--- src/rtl/twi_cmd_pkg.sv ---
package twi_cmd_pkg;

    localparam logic [3:0] OPC_RD_WIPER = 4'b1001;
    localparam logic [3:0] OPC_WR_WIPER = 4'b1010;
    localparam logic [3:0] OPC_RD_STORE = 4'b1011;
    localparam logic [3:0] OPC_WR_STORE = 4'b1100;
    localparam logic [3:0] OPC_XF_LOAD  = 4'b1101;
    localparam logic [3:0] OPC_XF_SAVE  = 4'b1110;
    localparam logic [3:0] OPC_STEP     = 4'b0010;

    typedef enum logic [3:0] {
        ST_IDLE, ST_ADDR, ST_INSTR, ST_WDATA,
        ST_ACK_WAIT, ST_ACK, ST_TX, ST_STEP, ST_HOLD
    } twi_state_e;

    typedef enum logic [1:0] {
        BY_ADDR, BY_INSTR, BY_DATA
    } byte_kind_e;

    typedef enum logic [2:0] {
        CL_BAD, CL_READ, CL_WRITE, CL_XFER, CL_STEP
    } op_class_e;

endpackage

--- src/rtl/twi_line_sync.sv ---
module twi_line_sync #(
    parameter int STAGES = 2
) (
    input  logic clk,
    input  logic rst_n,
    input  logic scl_i,
    input  logic sda_i,
    output logic sda_lvl_o,
    output logic scl_rise_o,
    output logic scl_fall_o,
    output logic start_o,
    output logic stop_o
);
    localparam int LINES = 2;

    logic [LINES-1:0] raw;
    logic [LINES-1:0] lvl;
    logic [LINES-1:0] prev_q;

    assign raw = {scl_i, sda_i};

    for (genvar g = 0; g < LINES; g++) begin : g_line
        logic [STAGES-1:0] chain_q;
        always_ff @(posedge clk or negedge rst_n) begin
            if (!rst_n) chain_q <= '1;
            else        chain_q <= {chain_q[STAGES-2:0], raw[g]};
        end
        assign lvl[g] = chain_q[STAGES-1];
    end

    always_ff @(posedge clk or negedge rst_n) begin
        if (!rst_n) prev_q <= '1;
        else        prev_q <= lvl;
    end

    assign sda_lvl_o  = lvl[0];
    assign scl_rise_o = lvl[1] & ~prev_q[1];
    assign scl_fall_o = ~lvl[1] & prev_q[1];
    assign start_o    = lvl[1] & prev_q[1] & prev_q[0] & ~lvl[0];
    assign stop_o     = lvl[1] & prev_q[1] & ~prev_q[0] & lvl[0];

endmodule

--- src/rtl/twi_op_decode.sv ---
module twi_op_decode
    import twi_cmd_pkg::*;
(
    input  logic [3:0] opcode_i,
    output op_class_e  cls_o
);
    always_comb begin
        case (opcode_i)
            OPC_RD_WIPER, OPC_RD_STORE: cls_o = CL_READ;
            OPC_WR_WIPER, OPC_WR_STORE: cls_o = CL_WRITE;
            OPC_XF_LOAD,  OPC_XF_SAVE:  cls_o = CL_XFER;
            OPC_STEP:                   cls_o = CL_STEP;
            default:                    cls_o = CL_BAD;
        endcase
    end
endmodule

--- src/rtl/twi_cmd_core.sv ---
module twi_cmd_core
    import twi_cmd_pkg::*;
#(
    parameter int         VAL_W  = 6,
    parameter logic [3:0] DEV_ID = 4'b0101
) (
    input  logic             clk,
    input  logic             rst_n,
    input  logic             sda_lvl_i,
    input  logic             scl_rise_i,
    input  logic             scl_fall_i,
    input  logic             start_i,
    input  logic             stop_i,
    input  logic [2:0]       dev_sel_i,
    input  logic             nv_busy_i,
    input  logic [VAL_W-1:0] rd_data_i,
    output logic             sda_oe_o,
    output logic             cmd_valid_o,
    output logic [3:0]       cmd_op_o,
    output logic [1:0]       cmd_reg_o,
    output logic [VAL_W-1:0] cmd_data_o,
    output logic             step_valid_o,
    output logic             step_up_o
);
    localparam int BYTE_W = 8;
    localparam int PAD_W  = BYTE_W - VAL_W;
    localparam int CNT_W  = $clog2(BYTE_W + 1);

    typedef struct packed {
        twi_state_e        st;
        byte_kind_e        kind;
        op_class_e         cls;
        logic [CNT_W-1:0]  bitcnt;
        logic [BYTE_W-2:0] sh;
        logic [3:0]        op;
        logic [1:0]        rsel;
        logic [VAL_W-1:0]  data;
        logic [BYTE_W-1:0] tx;
        logic              oe;
        logic              cmd_v;
        logic              step_v;
        logic              step_up;
    } core_state_t;

    localparam core_state_t RST = '{
        st: ST_IDLE, kind: BY_ADDR, cls: CL_BAD, bitcnt: '0, sh: '0,
        op: '0, rsel: '0, data: '0, tx: '0, oe: 1'b0, cmd_v: 1'b0,
        step_v: 1'b0, step_up: 1'b0
    };

    core_state_t q, d;
    logic [BYTE_W-1:0] byte_full;
    logic [BYTE_W-1:0] tx_load;
    op_class_e         dec_cls;
    logic              addr_hit;

    assign byte_full = {q.sh, sda_lvl_i};
    assign tx_load   = {{PAD_W{1'b0}}, rd_data_i};
    assign addr_hit  = (byte_full[7:4] == DEV_ID) && (byte_full[3] == dev_sel_i[2])
                    && (byte_full[2] == dev_sel_i[1]) && !byte_full[1]
                    && (byte_full[0] == dev_sel_i[0]);

    twi_op_decode u_dec (
        .opcode_i (byte_full[7:4]),
        .cls_o    (dec_cls)
    );

    always_comb begin
        d        = q;
        d.cmd_v  = 1'b0;
        d.step_v = 1'b0;
        if (start_i) begin
            d.st     = ST_ADDR;
            d.bitcnt = '0;
            d.oe     = 1'b0;
        end else if (stop_i) begin
            d.st = ST_IDLE;
            d.oe = 1'b0;
        end else begin
            case (q.st)
                ST_ADDR, ST_INSTR, ST_WDATA: begin
                    if (scl_rise_i) begin
                        d.sh     = byte_full[BYTE_W-2:0];
                        d.bitcnt = q.bitcnt + 1'b1;
                        if (q.bitcnt == CNT_W'(BYTE_W - 1)) begin
                            d.bitcnt = '0;
                            d.st     = ST_IDLE;
                            if (q.st == ST_ADDR) begin
                                if (addr_hit && !nv_busy_i) begin
                                    d.st   = ST_ACK_WAIT;
                                    d.kind = BY_ADDR;
                                end
                            end else if (q.st == ST_INSTR) begin
                                if (dec_cls != CL_BAD) begin
                                    d.st   = ST_ACK_WAIT;
                                    d.kind = BY_INSTR;
                                    d.cls  = dec_cls;
                                    d.op   = byte_full[7:4];
                                    d.rsel = byte_full[3:2];
                                end
                            end else begin
                                d.st   = ST_ACK_WAIT;
                                d.kind = BY_DATA;
                                d.data = byte_full[VAL_W-1:0];
                            end
                        end
                    end
                end
                ST_ACK_WAIT: begin
                    if (scl_fall_i) begin
                        d.oe = 1'b1;
                        d.st = ST_ACK;
                    end
                end
                ST_ACK: begin
                    if (scl_fall_i) begin
                        d.oe     = 1'b0;
                        d.bitcnt = '0;
                        case (q.kind)
                            BY_ADDR:  d.st = ST_INSTR;
                            BY_DATA: begin
                                d.cmd_v = 1'b1;
                                d.st    = ST_HOLD;
                            end
                            default: begin
                                case (q.cls)
                                    CL_READ: begin
                                        d.st = ST_TX;
                                        d.tx = tx_load;
                                        d.oe = ~tx_load[BYTE_W-1];
                                    end
                                    CL_WRITE: d.st = ST_WDATA;
                                    CL_STEP:  d.st = ST_STEP;
                                    CL_XFER: begin
                                        d.cmd_v = 1'b1;
                                        d.st    = ST_HOLD;
                                    end
                                    default:  d.st = ST_IDLE;
                                endcase
                            end
                        endcase
                    end
                end
                ST_TX: begin
                    if (scl_rise_i) begin
                        d.bitcnt = q.bitcnt + 1'b1;
                    end else if (scl_fall_i) begin
                        if (q.bitcnt >= CNT_W'(BYTE_W)) begin
                            d.oe = 1'b0;
                            d.st = ST_HOLD;
                        end else begin
                            d.oe = ~q.tx[3'(CNT_W'(BYTE_W - 1) - q.bitcnt)];
                        end
                    end
                end
                ST_STEP: begin
                    if (scl_rise_i) begin
                        d.step_v  = 1'b1;
                        d.step_up = sda_lvl_i;
                    end
                end
                default: ;
            endcase
        end
    end

    always_ff @(posedge clk or negedge rst_n) begin
        if (!rst_n) q <= RST;
        else        q <= d;
    end

    assign sda_oe_o     = q.oe;
    assign cmd_valid_o  = q.cmd_v;
    assign cmd_op_o     = q.op;
    assign cmd_reg_o    = q.rsel;
    assign cmd_data_o   = q.data;
    assign step_valid_o = q.step_v;
    assign step_up_o    = q.step_up;

    AST_OE_SCL_LOW: assert property (@(posedge clk) disable iff (!rst_n)
        !$stable(q.oe) |-> $past(scl_fall_i || start_i || stop_i));
    AST_BUSY_NO_ACK: assert property (@(posedge clk) disable iff (!rst_n)
        (q.st == ST_ACK_WAIT && $past(q.st) == ST_ADDR) |-> !$past(nv_busy_i));
    AST_IDLE_QUIET: assert property (@(posedge clk) disable iff (!rst_n)
        (q.st == ST_IDLE) |-> !q.oe);
    AST_STROBE_PULSE: assert property (@(posedge clk) disable iff (!rst_n)
        q.cmd_v |=> !q.cmd_v);
    AST_STEP_SOURCE: assert property (@(posedge clk) disable iff (!rst_n)
        q.step_v |-> ($past(q.st) == ST_STEP && $past(scl_rise_i)));
    AST_STROBE_EXCL: assert property (@(posedge clk) disable iff (!rst_n)
        $onehot0({q.cmd_v, q.step_v}));
    AST_START_RESTART: assert property (@(posedge clk) disable iff (!rst_n)
        start_i |=> (q.st == ST_ADDR && !q.oe));

endmodule

--- src/rtl/twi_cmd_slave.sv ---
module twi_cmd_slave #(
    parameter int VAL_W       = 6,
    parameter int SYNC_STAGES = 2
) (
    input  logic             clk,
    input  logic             rst_n,
    input  logic             scl_i,
    input  logic             sda_i,
    output logic             sda_oe_o,
    input  logic [2:0]       dev_sel_i,
    input  logic             nv_busy_i,
    input  logic [VAL_W-1:0] rd_data_i,
    output logic             cmd_valid_o,
    output logic [3:0]       cmd_op_o,
    output logic [1:0]       cmd_reg_o,
    output logic [VAL_W-1:0] cmd_data_o,
    output logic             step_valid_o,
    output logic             step_up_o
);
    logic sda_lvl, scl_rise, scl_fall, start_ev, stop_ev;

    twi_line_sync #(.STAGES(SYNC_STAGES)) u_sync (
        .clk        (clk),
        .rst_n      (rst_n),
        .scl_i      (scl_i),
        .sda_i      (sda_i),
        .sda_lvl_o  (sda_lvl),
        .scl_rise_o (scl_rise),
        .scl_fall_o (scl_fall),
        .start_o    (start_ev),
        .stop_o     (stop_ev)
    );

    twi_cmd_core #(.VAL_W(VAL_W)) u_core (
        .clk          (clk),
        .rst_n        (rst_n),
        .sda_lvl_i    (sda_lvl),
        .scl_rise_i   (scl_rise),
        .scl_fall_i   (scl_fall),
        .start_i      (start_ev),
        .stop_i       (stop_ev),
        .dev_sel_i    (dev_sel_i),
        .nv_busy_i    (nv_busy_i),
        .rd_data_i    (rd_data_i),
        .sda_oe_o     (sda_oe_o),
        .cmd_valid_o  (cmd_valid_o),
        .cmd_op_o     (cmd_op_o),
        .cmd_reg_o    (cmd_reg_o),
        .cmd_data_o   (cmd_data_o),
        .step_valid_o (step_valid_o),
        .step_up_o    (step_up_o)
    );
endmodule

--- config.mk ---
export PLATFORM = sky130hd
export DESIGN_NAME = twi_cmd_slave
export DESIGN_NICKNAME = d
export VERILOG_FILES = /design/src/rtl/twi_cmd_pkg.sv /design/src/rtl/twi_line_sync.sv /design/src/rtl/twi_op_decode.sv /design/src/rtl/twi_cmd_core.sv /design/src/rtl/twi_cmd_slave.sv
export SDC_FILE = /design/constraint.sdc
export NUM_CORES = 1
export LEC_CHECK = 0
export ABC_AREA = 0
export BUFFER_PORTS_ARGS = -buffer_cell sky130_fd_sc_hd__buf_2
export CELL_PAD_IN_SITES_DETAIL_PLACEMENT = 0
export CELL_PAD_IN_SITES_GLOBAL_PLACEMENT = 2
export CORE_MARGIN = 1
export CORE_UTILIZATION = 35
export CTS_CLUSTER_DIAMETER = 120
export CTS_CLUSTER_SIZE = 8
export DETAILED_ROUTE_END_ITERATION = 7
export PLACE_DENSITY_LB_ADDON = 0.05
export SETUP_SLACK_MARGIN = 0.4
export SYNTH_ARGS = -nofsm -noshare
export SYNTH_HDL_FRONTEND = slang
export SYNTH_SLANG_ARGS = --single-unit
export TNS_END_PERCENT = 1
--- constraint.sdc ---
create_clock -name clk -period 3 [get_ports clk]
set_input_delay 0.45 -clock clk [delete_from_list [all_inputs] [get_ports clk]]
set_output_delay 0.45 -clock clk [all_outputs]
set_load 0.02 [all_outputs]
# Word level (Yosys, flattened, before mapping)

Cells that the tools add are included.

Register bits after elaboration: 48
Bits of input ports: 14

Magnitude comparators: 2
Multiplexer cells: 50
Add/subtract/negate cells: 2
Equal/unequal tests: 37
Reduce and logical (&&, ||, !) cells: 26
Bitwise logic cells: 17

Operators by type and width:

| kind                                           | number |
|---|---|
| two-way mux 4 bit                              | 10 |
| two-way mux 32 bit                             | 1 |
| case mux 4 bit (4 select lines)                | 2 |
| two-way mux 31 bit                             | 1 |
| two-way mux 6 bit                              | 5 |
| == test 4 x 3 -> 1 bit (second input constant) | 6 |
| == test 4 bit (second input constant)          | 6 |
| two-way mux 12 bit                             | 2 |
| inequality test 4 bit (second input constant)  | 5 |
| two-way mux 19 bit                             | 1 |
| two-way mux 8 bit                              | 2 |
| AND reduction 8 bit                            | 2 |
| AND reduction 7 bit                            | 2 |
| two-way mux 13 bit                             | 1 |
| == test 4 x 2 -> 1 bit (second input constant) | 3 |
| two-way mux 3 bit                              | 4 |
| case mux 3 bit (4 select lines)                | 1 |
| case mux 4 bit (3 select lines)                | 1 |
| two-way mux 10 bit                             | 1 |
| inverter 1 bit                                 | 10 |
| AND reduction 5 bit                            | 2 |
| two-way mux 1 bit                              | 9 |
| two-way mux 9 bit                              | 1 |
| inequality test 3 bit (second input constant)  | 3 |
| 32 further kinds                               | 53 |

# Depth between registers and ports, before layout

Gate-level depths: netlist (run 1).

Word-level depth: 13
Mapped depth: 7
Gate-level depth less buffers: 6

# Modules after synthesis

Synthesis (run 1) repeated with hierarchy kept, for this count alone.

Cell total of the unflattened synthesis: 214
Area total of the unflattened synthesis: 2593.7 um^2

By module, submodules not included:

| module        | seq. area each (um^2) | area each (um^2) | times used | cells each |
|---|---|---|---|---|
| twi_cmd_core  | 1051.0                | 2354.8           | 1          | 196 |
| twi_line_sync | 157.7                 | 190.2            | 1          | 10 |
| twi_op_decode | 0.0                   | 48.8             | 1          | 8 |

# Least setup slack after synthesis (run 1)

Ideal clock, no wire load.

Kind: reg2reg
Start point: register u_core.q[31] in the netlist's numbering
End point: register u_core.q (netlist bit u_core.cmd_op_o[0])
Data arrival time: 2.145 ns
Setup time: 0.125 ns
Setup slack: 0.730 ns
Stages on the path, launching flop included: 7
Path buffers: 1
Required time: 2.875 ns
Path through: dfrtp_1 ha_1 nand3b_1 or4_4 nor4_4 buf_6 mux2_4

Word-level cells in the longest chain between the ends: 2

RTL lines:

| element                              | RTL line            | text |
|---|---|---|
| start: declaration                   | twi_cmd_core.sv:51  | `core_state_t q, d;` |
| start signal: assignment             | twi_cmd_core.sv:168 | `if (!rst_n) q <= RST;` |
| start signal: assignment             | twi_cmd_core.sv:169 | `else q <= d;` |
| == test 4 x 3 -> 1 bit               | twi_cmd_core.sv:85  | `if (q.bitcnt == CNT_W'(BYTE_W - 1)) begin` |
| AND reduction 8 bit (no source line) | --                  |  |

No other way between the ends.
A chain may end at the register's enable or synchronous reset.

# Final worst setup path (run 1)

Start point: register u_core.q[31] in the netlist's numbering
End point: register u_core.q (netlist bit u_core.cmd_reg_o[1])

Same word-level chain as after synthesis.

==> results.py, run 1 <==
metrics = {
    "run_status": {
        "outcome": "finished with violations",
        "violations": "design-rule violations",
    },
    "sta": {
        "min_period_ps": 2430,
        "relSlewSlack_pct": 28.3,
        "slew_violations": 0,
        "post-route-period-util_pct": 81.1,
        "setup_ws_ps": 566,
        "fmax_mhz": 411,
        "tightest_slew_ps": 1080,
        "rsz0062_at_grt": "no",
        "setup_tns_ps": 0,
        "setup_violations": 0,
        "hold_violations": 0,
        "skew_ps": 3.60,
    },
    "synthesis": {
        "syn_nets": 232,
        "syn_area_per_cell_sq_um": 11.3,
        "synthXorXnorAreaFrac_pct": 2.50,
        "synthArstFlopShare_pct": 100,
        "synth.distinct_cells": 52,
        "netlist_top_cells_area": "dfrtp_1, mux2_2, dfstp_2",
        "synthMuxAreaShare_pct": 14.5,
        "yosysSeqAreaShare_pct": 49.2,
        "synth_ff_type": "dfrtp_1",
        "yosys_warnings": 0,
        "synth_edf_count": 0,
        "synth-adder-area-share_pct": 0.510,
        "syn_area_sq_mm": 0.00245,
        "synth_top_area_share_pct": 42.8,
        "ys_ff_latch": 48,
        "synth_simple_gate_area_share_pct": 15.9,
        "syn_inst": 217,
        "synth_compound_area_share_pct": 10.6,
        "synth_top_family_by_area": "simple AND/OR/NAND/NOR gates",
        "post-synth-top-area-cell": "dfrtp_1",
    },
    "route": {
        "via_per_inst": 5.12,
        "dr.pass1.iters": 6,
        "drt_iter0_drc": 91,
        "totalWireLength_mm": 5.09,
        "post-route-drc-count": 1,
        "num_vias": 1690,
        "drtAntennaViolNets": 0,
        "routedWlPerCell_um": 15.4,
    },
    "clocking": {
        "postCtsResizedCells": 0,
        "ctsLongestPathBuffers": 2,
        "cts_hold_buf": 0,
        "clock_sink_count": 48,
        "numCtsBuffers": 5,
        "clkTransAtPathRegs_ps": 90,
        "clock_latency_ps": 300,
        "clock-root-buffer": "clkbuf_8",
        "postCtsSetupBuffers": 0,
        "cts_htree_levels": 2,
        "cts_tree": "yes",
    },
    "finish": {
        "final_util_pct": 39.5,
        "layout.cells.non_filler": 330,
        "n_fill_cell": 674,
        "nets": 248,
        "diodes": 0,
        "mostFrequentLayoutCells": "dfrtp_1, buf_2, mux2_2",
        "layout-drive-gt1-share_pct": 35.0,
        "final_common_cell": "dfrtp_1",
        "area_growth_pct": 9.33,
    },
    "floorplanning": {
        "die_w_um": 85.8,
        "start_util_pct": 36.1,
        "rows": 30,
        "die_h_um": 85.8,
        "ios": 30,
        "core_area_sq_mm": 0.00679,
        "die-area_sq_mm": 0.00735,
    },
    "worst_setup_path": {
        "rrSetupSlack_ps": 570,
        "crit_arrival_ps": 2630,
        "cp-end-kind": "flip-flop",
        "critical_path_class": "flip-flop to flip-flop",
        "r2r-start": "u_core.q[31]$_DFFE_PN0P_",
        "crit_required_ps": 3200,
        "cp-start-kind": "flip-flop",
        "critical_path.max_fanout": 12,
        "reg2regPathDepth": 6,
        "reg2reg_to": "u_core.cmd_reg_o[1]$_DFFE_PN0P_",
    },
    "power": {
        "p_per_area_mw_per_mm2": 535,
        "internal_power_mw": 1.00,
        "p_comb_share_pct": 14.1,
        "pwr-share-clk_pct": 28.4,
        "power_mw": 1.43,
        "vdd_ir_drop_max_v": 0.000224,
        "seq_power_share_pct": 57.5,
        "p_sw_share_pct": 30.0,
        "p_leak_nw": 1.18,
        "p_sw_uw": 430,
    },
    "placed_design": {
        "post-dp-hpwl_mm": 3.67,
        "place.gp.congestion": 0.851,
        "numPlacedInstances": 322,
        "post-place-ws_ps": 553,
        "io_buffers": 29,
    },
    "hold_path": {
        "hold_class": "input pin to flip-flop",
        "min_path_cells": 1,
        "worstHoldStart": "sda_i",
        "worstHoldEndpoint": "u_sync.g_line[0].chain_q[0]$_DFF_PN1_",
    },
    "run": {
        "cap_violations": 0,
    },
    "global_route": {
        "grt_pass1_wl_mm": 8.66,
        "grt-ovfl-total": 0,
        "grt_pass1_vias": 1667,
        "track_usage_pct": 15.4,
        "antenna_found_initial": 0,
        "grt_max_degree": 49,
    },
}
## worst max-delay path, cell delays in order (launching register included)
cell and delay [ps]:
dfrtp_1 470, ha_1 260, nand3b_1 150, or4_4 590, nor4_4 260, buf_4 240, mux2_2 350
## worst max path at each step
stage | from | to | slack, ps | cells after the start
after floorplan | u_core.q[31]$_DFFE_PN0P_ | u_core.cmd_op_o[0]$_DFFE_PN0P_ | 730 | 6
after global placement | u_core.q[31]$_DFFE_PN0P_ | u_core.cmd_op_o[3]$_DFFE_PN0P_ | 620 | 6
after CTS | u_core.q[31]$_DFFE_PN0P_ | u_core.cmd_reg_o[1]$_DFFE_PN0P_ | 540 | 6
after global routing | u_core.q[31]$_DFFE_PN0P_ | u_core.cmd_reg_o[1]$_DFFE_PN0P_ | 460 | 6
after detailed placement | u_core.q[31]$_DFFE_PN0P_ | u_core.cmd_reg_o[1]$_DFFE_PN0P_ | 550 | 6
final | u_core.q[31]$_DFFE_PN0P_ | u_core.cmd_reg_o[1]$_DFFE_PN0P_ | 570 | 6
## cells by family (layout without fill, tap and decap cells)
| logic type | count (synthesis) | after routing |
|---|---|---|
| fa+ha+maj | 1 | 1 |
| simple gates | 64 | 64 |
| xor+xnor | 7 | 7 |
| compound gates | 40 | 40 |
| flops | 48 | 48 |
| mux | 29 | 29 |
| buf+inv | 28 | 45 |
## state kept, by name, summed over array words and instances (netlist names)
signal                 cells
u_core.q                  19
u_core.byte_full           7
u_core.cmd_data_o          6
u_core.cmd_op_o            4
u_sync.g_line.chain_q      4
u_core.cmd_reg_o           2
u_sync.prev_q              2
u_core.cmd_valid_o         1
u_core.sda_oe_o            1
u_core.step_up_o           1
u_core.step_valid_o        1
## cell type report
cell class                      count  area, sq um  share of cell area, %
Clock buffer                        7         86.3                   3.22
Clock inverter                      1         7.51                  0.280
Inverter                            6         22.5                  0.839
Multi-Input combinational cell    141         1080                   40.2
Timing Repair Buffer               31          160                   5.97
Tap cell                           96          120                   4.48
Sequential cell                    48         1210                   45.0
## power groups by stage
stage          sequential, mW  clock (mW)  combinational [mW]
2_1_floorplan           0.760           0               0.206
3_3_place_gp            0.832           0               0.202
3_5_place_dp            0.834           0               0.205
4_1_cts                 0.824       0.425               0.206
5_1_grt                 0.838       0.455               0.228
6_report                0.824       0.408               0.202
## cells in the mapped netlist, types with 2 or more instances
library cell   n
dfstp_2        6
a31oi_1        3
a21o_1         2
nand3b_1       2
nor4b_1        3
buf_6          2
a21oi_1       10
nor2_1         8
mux2_4         5
mux2_2        22
nand3_1       11
xnor2_1        6
or3_1          2
buf_4         12
clkbuf_1       6
nor3_1         5
nand2_1       10
o22ai_1        4
o211ai_1       2
o21ai_0        9
inv_1          6
dfrtp_1       42
nor2b_1        4
buf_2          2
nand2b_1       6
## through the flow
stage,cell area (sq um),hold WS [ps]
6_report,2680,234
5_1_grt,2680,208
4_1_cts,2680,226
3_5_place_dp,2590,347
3_3_place_gp,2590,347
2_1_floorplan,2450,154
## per-layer routing
metal / vias to the layer above / wire, um / part of all wire (%) / global-route usage [%]
li1: 802 / - / - / -
met1: 844 / 2620 / 52 / 22.8
met2: 38 / 2230 / 44 / 22.7
met3: 6 / 163 / 3.2 / 2.89
met4: 0 / 70 / 1.4 / 5.15
met5: - / 0 / 0 / 0
Note: power is estimated with default switching activity, not from simulation.
==> run 2, diff against run 1 <==
Clock period 3 ns to 2.45 ns, I/O delays scaled along.
==> results.py, run 2 (same netlist as run 1, synthesis figures left out) <==
metrics = {
    "run_status": {
        "outcome": "complete, no violations",
    },
    "power": {
        "vdd_ir_drop_max_v": 0.000262,
        "p_leak_nw": 1.25,
        "p_per_area_mw_per_mm2": 618,
        "power_mw": 1.76,
    },
    "route": {
        "drtAntennaViolNets": 0,
        "via_per_inst": 5.00,
        "post-route-drc-count": 0,
        "totalWireLength_mm": 5.27,
        "num_vias": 1731,
        "dr.pass1.iters": 5,
        "drt_iter0_drc": 77,
        "routedWlPerCell_um": 15.2,
    },
    "global_route": {
        "gr-usage-met3_pct": 2.98,
        "met2_usage_pct": 23.8,
        "met1_usage_pct": 21.7,
        "grt_pass1_vias": 1699,
        "grt_max_degree": 32,
        "grt-ovfl-total": 0,
        "antenna_found_initial": 0,
        "grt_pass1_wl_mm": 8.64,
        "busiest_layer": "met2",
        "track_usage_pct": 15.3,
    },
    "sta": {
        "rsz0062_at_grt": "yes",
        "relSlewSlack_pct": 53.4,
        "slew_violations": 0,
        "skew_ps": 7.82,
        "hold_violations": 0,
        "setup_violations": 0,
        "setup_tns_ps": 0,
        "post-route-period-util_pct": 89.1,
        "tightest_slew_ps": 700,
        "min_period_ps": 2180,
        "fmax_mhz": 458,
    },
    "clocking": {
        "clock_latency_ps": 300,
        "ctsLongestPathBuffers": 2,
        "numCtsBuffers": 5,
        "clock_sink_count": 48,
        "clkTransAtPathRegs_ps": 90,
        "cts_hold_buf": 0,
        "clock-root-buffer": "clkbuf_8",
        "cts_htree_levels": 2,
        "cts_tree": "yes",
    },
    "placed_design": {
        "numPlacedInstances": 328,
        "dpl_cell_area_sq_mm": 0.00264,
        "io_buffers": 29,
        "post-dp-hpwl_mm": 3.87,
        "place.gp.congestion": 0.805,
    },
    "finish": {
        "n_fill_cell": 658,
        "nets": 264,
        "mostFrequentLayoutCells": "dfrtp_1, buf_2, mux2_2",
        "largest-register": "u_core.q",
        "regArea_sq_mm": 0.00121,
        "diodes": 0,
        "area_growth_pct": 16.2,
        "layout-drive-gt1-share_pct": 42.0,
        "largest_reg_flops": 19,
        "final_util_pct": 42.0,
        "layout.cells.non_filler": 346,
        "fin_area_sq_mm": 0.00285,
        "multi_input_area_sq_mm": 0.00112,
        "final_common_cell": "dfrtp_1",
    },
    "worst_setup_path": {
        "critical_path_class": "flip-flop to flip-flop",
        "critical_path.max_fanout": 5,
        "cp_slowest_cell": "or4_4",
        "cp-start-kind": "flip-flop",
        "cp-end-kind": "flip-flop",
        "crit_arrival_ps": 2370,
        "worstPathCellList": "ha_4 > nand3b_1 > or4_4 > nor4_4 > buf_6 > mux2_4",
        "crit_required_ps": 2640,
        "path_buf_inv": 1,
        "path_delay_family": "simple AND/OR/NAND/NOR gates",
        "max_stage_delay_ps": 620,
    },
    "floorplanning": {
        "start_util_pct": 36.1,
        "die_w_um": 85.8,
        "core_area_sq_mm": 0.00679,
        "rows": 30,
        "die_h_um": 85.8,
        "die-area_sq_mm": 0.00735,
        "ios": 30,
    },
    "run": {
        "cap_violations": 0,
    },
    "hold_path": {
        "hold_class": "input pin to asynchronous set/reset pin",
    },
}
[run 2: changes by cell type in the layout (fill, tap and decap cells not counted), sizes merged]
cell	previous run	this run
buf	31	47
[run 2: power breakdown]
group	switching, mW	internal [mW]
Sequential	0.134	0.866
Combinational	0.119	0.152
Clock	0.261	0.230
Total	0.514	1.25
[run 2: path summary, 6_finish.rpt]
path                                                       startpoint                                     to  slack, ps  cells after the start
worst min-delay path                                            rst_n         u_core.cmd_op_o[1]$_DFFE_PN0P_        110                      1
max in group asynchronous                                       rst_n  u_sync.g_line[0].chain_q[1]$_DFF_PN1_       1650                      2
worst max-delay path                         u_core.q[32]$_DFFE_PN0P_        u_core.cmd_reg_o[0]$_DFFE_PN0P_        270                      6
worst max register to register               u_core.q[32]$_DFFE_PN0P_        u_core.cmd_reg_o[0]$_DFFE_PN0P_        270                      6
min in group clk                                                sda_i  u_sync.g_line[0].chain_q[0]$_DFF_PN1_        160                      1
worst min register to register  u_sync.g_line[1].chain_q[0]$_DFF_PN1_  u_sync.g_line[1].chain_q[1]$_DFF_PN1_        360                      0
[run 2: cell type report]
| class | count | share of cell area [%] |
|---|---|---|
| sequential | 48 | 42.5 |
| clock buffer | 7 | 3.03 |
| clock inverter | 1 | 0.263 |
| timing repair buffer | 47 | 9.96 |
| multi-input combinational | 141 | 39.3 |
| inverter | 6 | 0.789 |
| tap | 96 | 4.21 |
[run 2: routing by layer]
metal	share of wire (%)	up-vias
met2	46	37
met3	3.1	4
met1	50	855
li1	-	835
met5	0	-
met4	0.95	0
[run 2: timing repair]
item	4_1_cts	5_1_grt
gates resized for setup	3	10
buffers inserted	3	6
pin swaps	1	3
cloned	0	1
setup endpoints to repair	18	21
[run 2: through the flow]
step,setup slack (ps),hold slack (ps)
2_1_floorplan,298,71.9
3_3_place_gp,244,346
3_5_place_dp,195,347
4_1_cts,313,129
5_1_grt,216,145
6_report,267,106
==> run 3, diff against run 2 <==
Settings changed: CTS_BUF_LIST from default to sky130_fd_sc_hd__clkbuf_4 sky130_fd_sc_hd__clkbuf_8 sky130_fd_sc_hd__clkbuf_16.
==> results.py, run 3 (same netlist as run 1, synthesis figures left out) <==
metrics = {
    "finish": {
        "nets": 264,
        "largest-register": "u_core.q",
        "fin_area_sq_mm": 0.00286,
        "final_util_pct": 42.0,
        "area_growth_pct": 16.4,
        "final_common_cell": "dfrtp_1",
        "n_fill_cell": 658,
        "layout.cells.non_filler": 346,
        "largest_reg_flops": 19,
        "diodes": 0,
        "layout-drive-gt1-share_pct": 42.4,
        "mostFrequentLayoutCells": "dfrtp_1, buf_2, mux2_2",
    },
    "route": {
        "dr.pass1.iters": 5,
        "drt_iter0_drc": 77,
        "via_per_inst": 4.99,
        "routedWlPerCell_um": 15.2,
        "totalWireLength_mm": 5.27,
        "post-route-drc-count": 0,
        "num_vias": 1726,
        "drtAntennaViolNets": 0,
    },
    "global_route": {
        "track_usage_pct": 15.3,
        "antenna_found_initial": 0,
        "grt_max_degree": 32,
        "grt_pass1_wl_mm": 8.64,
        "grt-ovfl-total": 0,
        "grt_pass1_vias": 1699,
    },
    "worst_setup_path": {
        "critical_path.max_fanout": 5,
        "reg2regPathDepth": 6,
        "crit_required_ps": 2640,
        "r2r-start": "u_core.q[32]$_DFFE_PN0P_",
        "rrSetupSlack_ps": 270,
        "cp-end-kind": "flip-flop",
        "crit_arrival_ps": 2370,
        "reg2reg_to": "u_core.cmd_reg_o[0]$_DFFE_PN0P_",
        "critical_path_class": "flip-flop to flip-flop",
        "cp-start-kind": "flip-flop",
    },
    "clocking": {
        "cts_htree_levels": 2,
        "clock_sink_count": 48,
        "ctsLongestPathBuffers": 2,
        "cts_tree": "yes",
        "clkTransAtPathRegs_ps": 90,
        "numCtsBuffers": 5,
        "clock-root-buffer": "clkbuf_8",
        "cts_hold_buf": 0,
        "clock_latency_ps": 300,
    },
    "floorplanning": {
        "rows": 30,
        "core_area_sq_mm": 0.00679,
        "start_util_pct": 36.1,
        "die-area_sq_mm": 0.00735,
        "ios": 30,
        "die_h_um": 85.8,
        "die_w_um": 85.8,
    },
    "placed_design": {
        "place.gp.congestion": 0.805,
        "post-dp-hpwl_mm": 3.87,
        "numPlacedInstances": 328,
        "dpl_cell_area_sq_mm": 0.00264,
        "post-place-ws_ps": 195,
        "io_buffers": 29,
    },
    "power": {
        "seq_power_share_pct": 56.4,
        "vdd_ir_drop_max_v": 0.000262,
        "p_sw_uw": 513,
        "pwr-share-clk_pct": 28.3,
        "p_per_area_mw_per_mm2": 621,
        "p_sw_share_pct": 29.0,
        "p_leak_nw": 1.26,
        "p_comb_share_pct": 15.3,
        "internal_power_mw": 1.26,
    },
    "sta": {
        "skew_ps": 7.63,
        "setup_tns_ps": 0,
        "tightest_slew_ps": 700,
        "fmax_mhz": 458,
        "setup_ws_ps": 267,
        "min_period_ps": 2180,
        "hold_violations": 0,
        "post-route-period-util_pct": 89.1,
        "rsz0062_at_grt": "yes",
        "relSlewSlack_pct": 53.4,
        "slew_violations": 0,
        "setup_violations": 0,
    },
    "run_status": {
        "outcome": "complete, no violations",
    },
    "hold_path": {
        "hold_class": "input pin to asynchronous set/reset pin",
    },
    "run": {
        "cap_violations": 0,
    },
}
-- run 3: cell count changes in the layout (fill, tap and decap cells not counted) --
cell	delta
clkbuf_4	+1
clkbuf_1	-1
-- run 3: worst max-delay path by stage --
| stage | from | endpoint | slack [ps] | depth (start not counted) |
|---|---|---|---|---|
| after floorplan | u_core.q[31]$_DFFE_PN0P_ | u_core.cmd_op_o[0]$_DFFE_PN0P_ | 300 | 6 |
| after detailed placement | u_core.q[32]$_DFFE_PN0P_ | u_core.cmd_reg_o[1]$_DFFE_PN0P_ | 190 | 6 |
| final | u_core.q[32]$_DFFE_PN0P_ | u_core.cmd_reg_o[0]$_DFFE_PN0P_ | 270 | 6 |
| after global placement | u_core.q[32]$_DFFE_PN0P_ | u_core.cmd_op_o[3]$_DFFE_PN0P_ | 240 | 6 |
| after CTS | u_core.q[31]$_DFFE_PN0P_ | u_core.cmd_op_o[3]$_DFFE_PN0P_ | 310 | 6 |
| after global routing | u_core.q[32]$_DFFE_PN0P_ | u_core.q[36]$_DFFE_PN0P_ | 220 | 6 |
-- run 3: power by group through the flow --
stage               Clock [mW]  Sequential [mW]  Combinational [mW]
global route             0.566             1.02               0.300
detailed placement           0             1.02               0.266
finish                   0.502             1.00               0.271
CTS                      0.525            0.998               0.270
floorplan                    0            0.931               0.254
global placement             0             1.01               0.260
-- run 3: layer usage --
| layer | global-route usage [%] | vias up | routed length (um) |
|---|---|---|---|
| met1 | 21.7 | 852 | 2650 |
| met2 | 23.8 | 35 | 2410 |
| met4 | 4.55 | 0 | 50 |
| met3 | 2.98 | 4 | 159 |
| met5 | 0 | - | 0 |
| li1 | - | 835 | - |
-- run 3: timing repair --
item	in CTS	in global routing
buffers inserted	3	6
endpoints found under the setup margin	18	21
cloned	0	1
pin swaps	1	3
gates resized for setup	3	10
-- run 3: final cells by class --
class | instances | area, sq um | area share, %
timing repair buffer | 47 | 284 | 9.94
clock inverter | 1 | 7.51 | 0.263
multi-input combinational | 141 | 1120 | 39.2
tap | 96 | 120 | 4.20
inverter | 6 | 22.5 | 0.788
sequential | 48 | 1210 | 42.4
clock buffer | 7 | 90.1 | 3.15
-- run 3: per-stage QoR --
| step | power [mW] | hold slack, ps |
|---|---|---|
| final | 1.77 | 106 |
| after global placement | 1.27 | 346 |
| after global routing | 1.89 | 145 |
| after floorplan | 1.18 | 71.9 |
| after detailed placement | 1.28 | 347 |
| after CTS | 1.79 | 129 |
-- run 3: critical path, stage by stage, from the launching register on --
cell,delay (ps)
dfrtp_1,410
ha_4,160
nand3b_1,130
or4_4,620
nor4_4,280
buf_6,180
mux2_4,300
